File: src/rtl/pfd_pkg.sv
package pfd_pkg;

    typedef enum logic [1:0] {
        PUMP_HIZ = 2'b00,
        PUMP_UP  = 2'b01,
        PUMP_DN  = 2'b10
    } pump_code_e;

    typedef enum logic [1:0] {
        CMP_PARK,
        CMP_IDLE,
        CMP_UP,
        CMP_DN
    } cmp_state_e;

    typedef enum logic [1:0] {
        LK_HUNT,
        LK_QUAL,
        LK_LOCKED
    } lock_state_e;

endpackage

File: src/rtl/pfd_edge_sync.sv
module pfd_edge_sync #(
    parameter int STAGES = 2
) (
    input  logic clk,
    input  logic rst_n,
    input  logic din,
    output logic level,
    output logic rise
);

    logic [STAGES-1:0] sync_q;
    logic              prev_q;

    generate
        if (STAGES == 1) begin : g_single
            always_ff @(posedge clk) begin
                if (!rst_n) sync_q <= '0;
                else        sync_q <= din;
            end
        end else begin : g_chain
            always_ff @(posedge clk) begin
                if (!rst_n) sync_q <= '0;
                else        sync_q <= {sync_q[STAGES-2:0], din};
            end
        end
    endgenerate

    always_ff @(posedge clk) begin
        if (!rst_n) prev_q <= 1'b0;
        else        prev_q <= sync_q[STAGES-1];
    end

    assign level = sync_q[STAGES-1];
    assign rise  = sync_q[STAGES-1] & ~prev_q;

endmodule

File: src/rtl/pfd_core.sv
module pfd_core
    import pfd_pkg::*;
(
    input  logic       clk,
    input  logic       rst_n,
    input  logic       run,
    input  logic       ref_rise,
    input  logic       vco_rise,
    output logic [1:0] pump_code,
    output logic       ext_up,
    output logic       ext_dn,
    output logic       pump_en,
    output logic       active,
    output logic       cmp_done
);

    cmp_state_e state_q, state_d;

    // Next-state logic
    always_comb begin
        state_d = state_q;
        if (!run) begin
            state_d = CMP_PARK;
        end else begin
            unique case (state_q)
                CMP_PARK: state_d = CMP_IDLE;
                CMP_IDLE: begin
                    if (ref_rise && vco_rise) state_d = CMP_IDLE;
                    else if (ref_rise)        state_d = CMP_UP;
                    else if (vco_rise)        state_d = CMP_DN;
                end
                CMP_UP:   if (vco_rise) state_d = CMP_IDLE;
                CMP_DN:   if (ref_rise) state_d = CMP_IDLE;
                default:  state_d = CMP_PARK;
            endcase
        end
    end

    // State register
    always_ff @(posedge clk) begin
        if (!rst_n) state_q <= CMP_PARK;
        else        state_q <= state_d;
    end

    // Outputs
    always_comb begin
        pump_code = PUMP_HIZ;
        ext_up    = 1'b0;
        ext_dn    = 1'b0;
        pump_en   = 1'b1;
        active    = 1'b0;
        cmp_done  = 1'b0;
        unique case (state_q)
            CMP_PARK: pump_en = 1'b0;
            CMP_IDLE: cmp_done = run && ref_rise && vco_rise;
            CMP_UP: begin
                pump_code = PUMP_UP;
                ext_up    = 1'b1;
                active    = 1'b1;
                cmp_done  = run && vco_rise;
            end
            CMP_DN: begin
                pump_code = PUMP_DN;
                ext_dn    = 1'b1;
                active    = 1'b1;
                cmp_done  = run && ref_rise;
            end
            default: pump_en = 1'b0;
        endcase
    end

endmodule

File: src/rtl/pfd_lock_fsm.sv
module pfd_lock_fsm
    import pfd_pkg::*;
#(
    parameter int WIDE_LIMIT = 8,
    parameter int LOCK_COUNT = 4
) (
    input  logic clk,
    input  logic rst_n,
    input  logic run,
    input  logic active,
    input  logic cmp_done,
    output logic lock_o
);

    localparam int PW_W   = $clog2(WIDE_LIMIT + 1);
    localparam int GC_W   = $clog2(LOCK_COUNT + 1);
    localparam logic [PW_W-1:0] PW_MAX  = PW_W'(WIDE_LIMIT - 1);
    localparam logic [GC_W-1:0] GC_LAST = GC_W'(LOCK_COUNT - 1);

    lock_state_e     state_q, state_d;
    logic [PW_W-1:0] pw_q, pw_d;
    logic [GC_W-1:0] gc_q, gc_d;
    logic            wide, narrow;

    // Width classification of the command in progress
    always_comb begin
        wide   = active && (pw_q >= PW_MAX);
        narrow = cmp_done && !wide;
        pw_d   = pw_q;
        if (!run || !active || cmp_done) pw_d = '0;
        else if (pw_q < PW_MAX)          pw_d = pw_q + 1'b1;
    end

    // Next-state logic
    always_comb begin
        state_d = state_q;
        gc_d    = gc_q;
        if (!run || wide) begin
            state_d = LK_HUNT;
            gc_d    = '0;
        end else begin
            unique case (state_q)
                LK_HUNT, LK_QUAL: begin
                    if (narrow) begin
                        if (gc_q == GC_LAST) begin
                            state_d = LK_LOCKED;
                            gc_d    = '0;
                        end else begin
                            state_d = LK_QUAL;
                            gc_d    = gc_q + 1'b1;
                        end
                    end
                end
                LK_LOCKED: state_d = LK_LOCKED;
                default:   state_d = LK_HUNT;
            endcase
        end
    end

    // State register
    always_ff @(posedge clk) begin
        if (!rst_n) begin
            state_q <= LK_HUNT;
            pw_q    <= '0;
            gc_q    <= '0;
        end else begin
            state_q <= state_d;
            pw_q    <= pw_d;
            gc_q    <= gc_d;
        end
    end

    // Output
    always_comb begin
        unique case (state_q)
            LK_LOCKED: lock_o = 1'b1;
            default:   lock_o = 1'b0;
        endcase
    end

endmodule

File: src/rtl/pfd_lock_top.sv
module pfd_lock_top #(
    parameter int SYNC_STAGES = 2,
    parameter int WIDE_LIMIT  = 8,
    parameter int LOCK_COUNT  = 4
) (
    input  logic       clk,
    input  logic       rst_n,
    input  logic       run_en,
    input  logic       ref_in,
    input  logic       vco_in,
    output logic [1:0] pump_code,
    output logic       ext_up,
    output logic       ext_dn,
    output logic       pump_en,
    output logic       lock_o,
    output logic       mon_ref,
    output logic       mon_vco
);

    localparam int NCH = 2;

    logic [NCH-1:0] raw_in, lvl, rise;
    logic           active, cmp_done;

    assign raw_in = {vco_in, ref_in};

    generate
        for (genvar c = 0; c < NCH; c++) begin : g_sync
            pfd_edge_sync #(.STAGES(SYNC_STAGES)) u_sync (
                .clk   (clk),
                .rst_n (rst_n),
                .din   (raw_in[c]),
                .level (lvl[c]),
                .rise  (rise[c])
            );
        end
    endgenerate

    assign mon_ref = lvl[0];
    assign mon_vco = lvl[1];

    pfd_core u_core (
        .clk       (clk),
        .rst_n     (rst_n),
        .run       (run_en),
        .ref_rise  (rise[0]),
        .vco_rise  (rise[1]),
        .pump_code (pump_code),
        .ext_up    (ext_up),
        .ext_dn    (ext_dn),
        .pump_en   (pump_en),
        .active    (active),
        .cmp_done  (cmp_done)
    );

    pfd_lock_fsm #(.WIDE_LIMIT(WIDE_LIMIT), .LOCK_COUNT(LOCK_COUNT)) u_lock (
        .clk      (clk),
        .rst_n    (rst_n),
        .run      (run_en),
        .active   (active),
        .cmp_done (cmp_done),
        .lock_o   (lock_o)
    );

endmodule

File: config.mk
export PLATFORM = sky130hd
export DESIGN_NAME = pfd_lock_top
export DESIGN_NICKNAME = d
export VERILOG_FILES = /design/src/rtl/pfd_pkg.sv /design/src/rtl/pfd_edge_sync.sv /design/src/rtl/pfd_core.sv /design/src/rtl/pfd_lock_fsm.sv /design/src/rtl/pfd_lock_top.sv
export SDC_FILE = /design/constraint.sdc
export NUM_CORES = 1
export LEC_CHECK = 0
export BUFFER_PORTS_ARGS = -buffer_cell sky130_fd_sc_hd__buf_2
export CAP_MARGIN = 40
export CORE_ASPECT_RATIO = 0.8
export CORE_UTILIZATION = 50
export DETAILED_ROUTE_END_ITERATION = 16
export PLACE_DENSITY = 0.72
export SYNTH_ARGS = -nofsm -noshare
export SYNTH_HDL_FRONTEND = slang
export SYNTH_SLANG_ARGS = --single-unit
File: constraint.sdc
create_clock -name clk -period 5.09 [get_ports clk]
set_clock_uncertainty 0.2 [all_clocks]
set_input_delay 0.7635 -clock clk [delete_from_list [all_inputs] [get_ports clk]]
set_output_delay 0.7635 -clock clk [all_outputs]
set_load 0.02 [all_outputs]
Word-level counts from Yosys, hierarchy flattened
Index checks and enable logic that the tools add are counted.
- register bits after elaboration: 17
- output and inout bits: 8
- word-level logic and storage cells: 65
- order comparisons: 2
- $add $sub $neg: 2
- muxes and demuxes: 17
- reduce and logical (&&, ||, !) cells: 21
- bitwise gates (word level): 5
- equality and inequality tests: 10
- operators with widths (kind ; number):
    $mux 2 ; 7
    $pmux 2 s2 ; 2
    $pmux 2 s4 ; 1
    $reduce_or 2->1 ; 4
    $eq 2x2->1 const B ; 3
    $logic_and 1x1->1 ; 6
    $ne 2x1->1 const B ; 3
    $mux 1 ; 5
    $add 4x1->4 const B ; 1
    $eq 2x1->1 const B ; 2
    $ge 4x3->1 const B ; 1
    $logic_not 2->1 ; 2
    $lt 4x3->1 const B ; 1
    $ne 4x1->1 const B ; 1
    $reduce_and 2->1 ; 2
    $add 3x1->3 const B ; 1
    $eq 3x2->1 const B ; 1
    $logic_not 1->1 ; 3
    $logic_or 1x1->1 ; 3
    $mux 3 ; 1
    $not 1->1 ; 3
    $pmux 1 s3 ; 1
    $reduce_and 3->1 ; 1
    $and 1x1->1 ; 2

Logic depth before layout (Yosys ltp)
- depth in word-level cells: 8
- mapped depth: 6
- depth with buffers taken out: 6

By module
Synthesis repeated with hierarchy kept, for this count alone.
- cells, all modules: 84
- area total of the unflattened synthesis: 830.8 sq um
- by module, submodules not included (module ; cells each ; area an instance (sq um) ; instances ; sequential area each (sq um)):
    pfd_lock_fsm ; 40 ; 406.6 ; 1 ; 180.2
    pfd_core ; 30 ; 239.0 ; 1 ; 40.0
    pfd_edge_sync ; 7 ; 92.6 ; 2 ; 60.1

Worst setup path after synthesis
OpenSTA, ideal clock, no wires.
- kind: register -> output
- from: register u_core.state_q[0]
- to: output port pump_code[0]
- setup slack: 3.110 ns
- arrival: 1.016 ns
- path buffers: 1
- cell stages (with the launch flop): 4
- path through: dfxtp_1 > inv_1 > ha_1 > buf_4
- longest elaborated chain between the ends: 2
- RTL lines (element ; RTL line ; RTL):
    start, declared ; pfd_core.sv:17 ; cmp_state_e state_q, state_d;
    start signal, assigned ; pfd_core.sv:42 ; else state_q <= state_d;
    $eq 2x2->1 ; pfd_core.sv:53 ; unique case (state_q)
    $pmux 2 s2 (*) ; pfd_core.sv:53 ;
    end, declared ; pfd_lock_top.sv:11 ; output logic [1:0] pump_code,
Every way passes the cells marked *; elsewhere a longest branch is shown, timed or not.

Worst setup path after layout
- from: register u_core.state_q[0]
- to: output port ext_up
- longest elaborated chain between the ends: 2
- RTL lines (element ; RTL line ; RTL):
    $eq 2x2->1 ; pfd_core.sv:53 ;
    $mux 1 ; pfd_core.sv:53 ;
    end, declared ; pfd_lock_top.sv:12 ; output logic ext_up,
No other way between the ends.

==> impl_metrics.yaml <==
status:
  status: "complete, no violations"
floorplanning:
  io_pins: 13
  placementRows: 12
  die_w_um: 47.34
  die_h_um: 38.27
  die_area_mm2: 0.001811
  initial_core_util_pct: 56.44
  core-area_mm2: 0.001456
power:
  total_power_mw: 0.2269
  p_per_area_mw_per_mm2: 245.7
  power.leakage_nw: 0.3979
  vdd_ir_drop_max_v: 0.0001939
grt:
  grt_pass1_wl_mm: 2.546
  globalRouteTotalUtil_pct: 21.09
  grt_overflow: 0
  grt_max_degree: 12
  grt_pass1_vias: 577
  antenna_found_initial: 0
synthesis:
  synthTopCellsByCount: "dfxtp_1 (17), ha_1 (7), nor2_1 (7)"
  synthCells: 88
  synthArstFlopShare_pct: 0
  synth-edff-count: 0
  netlist_top_cells_area: "dfxtp_1 (41%), ha_1 (11%), and2_1 (4.6%)"
  synth_area_um2: 822.0
  synth_seq_cells: 17
  synth_most_common_cell: "dfxtp_1"
  synth_ff_type: "dfxtp_1"
  synth_nets: 100
  ys_seq_area_share_pct: 41.40
  synth.distinct_cells: 33
  synth_top_cell_by_area: "dfxtp_1"
  yosys_warnings: 0
  syn_avg_cell_area_um2: 9.341
  synth_top_area_share_pct: 41.40
critical_path:
  crit_path_end_kind: "primary output"
  reg2reg_depth: 6
  critPathKind: "reg2out"
  cp_slowest_stage_delay_ns: 0.35
  r2r-end: "u_lock.pw_q[0]$_SDFFE_PP0N_"
  crit_chain: "inv_1 > ha_1 > buf_2"
  arrival_ns: 1.33
  timing.rr.start: "u_core.state_q[0]$_SDFFE_PN0P_"
  critPathRequiredTime_ns: 4.13
  r2r_slack_ns: 3.12
  worstSetupStartpointType: "flip-flop"
  worstPathMaxFanout: 9
  cp_slowest_cell: "dfxtp_1"
timing:
  final_max_slew_viol_count: 0
  tightest_slew_ns: 0.4223
  fin_crit_ns: 2.296
  setup_tns_ns: 0
  setup_viol: 0
  hold_violations: 0
  max_freq_mhz: 435.6
  timing.final.crit_share_pct: 45.11
  rsz0062_at_grt: "no"
  relSlewSlack_pct: 71.84
routing:
  first_pass_iters: 4
  num_vias: 686
  remaining_drc_errors: 0
  postRouteAntennaNets: 0
  viasPerCell: 5.577
  drt_iter0_drc: 11
  routed_wl_mm: 1.455
  wl_per_cell_um: 11.83
clock_tree:
  post_cts_resized: 0
  clock_path_buffers: 2
  clk_pin_slew_ns: 0.10
  numCtsBuffers: 3
  post_cts_buffers: 0
  cts_root_buffer: "clkbuf_4"
  insertion_delay_ns: 0.29
  cts_hold_buf: 0
  htreeDepth: 1
  cts.sinks: 17
  cts_tree: "yes"
job:
  drv_cap: 0
placed_design:
  place_congestion: 0.9154
  hpwl_mm: 1.063
  io_buffers: 12
min_path:
  min_path_cells: 1
  hp-start: "g_sync[0].u_sync.sync_q[0]$_SDFF_PN0_"
  hp-class: "reg2reg"
  whs_endpoint: "g_sync[0].u_sync.sync_q[1]$_SDFF_PN0_"
final_layout:
  fill_cells: 139
  final_nets: 115
  synthToLayoutAreaGrowth_pct: 12.33
  antenna_cells: 0
  drive_gt1_share_pct: 19.61
stage by stage:
stage                     instances  hold slack [ns]  utilization, %  setup WS [ns]  cell area, um^2
after floorplan                  88           0.2118               -          3.110            822.0
after global placement          119           0.2155           61.34          3.045            893.4
after detailed placement        119           0.2228           61.34          3.018            893.4
after CTS                       123           0.2488           63.40          2.783            923.4
after global routing            123           0.2690           63.40          2.698            923.4
final                           123           0.2436           63.40          2.794            923.4
report_power, final:
group / total (mW) / leakage (nW) / switching, mW / internal [mW]
logic: 0.0148 / 0.246 / 0.00859 / 0.00618
registers: 0.137 / 0.138 / 0.00150 / 0.135
clock network: 0.0752 / 0.0139 / 0.0452 / 0.0299
cell type report:
type / count / area [um^2] / share of cell area, %
multi-input cells: 63 / 444.2 / 48.10
clock buffers: 3 / 22.52 / 2.439
clock inverters: 1 / 7.507 / 0.8130
well taps: 21 / 26.28 / 2.846
inverters: 6 / 22.52 / 2.439
repair buffers: 12 / 60.06 / 6.504
flip-flops and latches: 17 / 340.3 / 36.86
cell families (layout without fill, tap and decap cells):
family	Yosys count	after routing	synth area share, %
simple gates	33	33	22.68
compound gates	22	22	19.63
flops	17	17	41.40
buf+inv	8	22	4.565
fa+ha+maj	7	7	10.65
xor+xnor	1	1	1.066
critical path: cells and delay by family (launching register included):
kind | cells | cell delay, ns
fa+ha+maj | 1 | 0.33
buf+inv | 2 | 0.35
flops | 1 | 0.35
metal layers:
metal | vias up | share of wire [%] | global-route usage (%)
met4 | 0 | 1.4 | 8.571
met1 | 328 | 46 | 25.51
met5 | - | 0 | 0
li1 | 338 | - | -
met3 | 5 | 4.3 | 7.075
met2 | 15 | 48 | 33.90
registers in the layout, summed over array words and instances, names as in the netlist:
name and count:
u_lock.pw_q 4, u_lock.state_q 2, u_lock.gc_q 3, u_core.state_q 2
g_sync.u_sync.prev_q 2, g_sync.u_sync.sync_q 4
layout by cell type (no fill, tap or decap):
cell,synthesis,routed
xnor2_1,1,1
nor2_1,7,7
a21oi_1,6,6
a22oi_1,1,1
nand2b_2,1,1
or2_1,1,1
o311ai_1,2,2
a221o_1,1,1
or2b_1,1,1
nand4b_1,1,1
nand2b_1,1,1
a2111oi_1,1,1
o21ai_1,1,1
a21o_1,1,1
a311oi_1,1,1
ha_1,7,7
o21ai_0,1,1
and2_1,6,6
buf_2,0,12
dfxtp_1,17,17
nand4_1,2,2
nor2b_1,2,2
nor3_2,1,1
a31oi_1,2,2
nand2_2,1,1
o211a_1,1,1
or3_1,1,1
o31ai_1,2,2
clkbuf_4,0,3
o21a_1,1,1
clkinvlp_4,0,1
inv_1,6,6
nand2_1,6,6
nand3b_1,2,2
a221oi_2,1,1
worst max path at each step:
stage / end / slack (ns) / cells after the start / startpoint
3_5_place_dp: u_lock.pw_q[1]$_SDFFE_PP0N_ / 3.02 / 5 / run_en
2_1_floorplan: pump_code[0] / 3.11 / 3 / u_core.state_q[0]$_SDFFE_PN0P_
6_report: ext_up / 2.79 / 3 / u_core.state_q[0]$_SDFFE_PN0P_
5_1_grt: pump_code[0] / 2.70 / 3 / u_core.state_q[0]$_SDFFE_PN0P_
3_3_place_gp: u_lock.pw_q[2]$_SDFFE_PP0N_ / 3.05 / 5 / run_en
4_1_cts: pump_code[0] / 2.78 / 3 / u_core.state_q[0]$_SDFFE_PN0P_
Note: power is estimated with default switching activity, not from simulation.
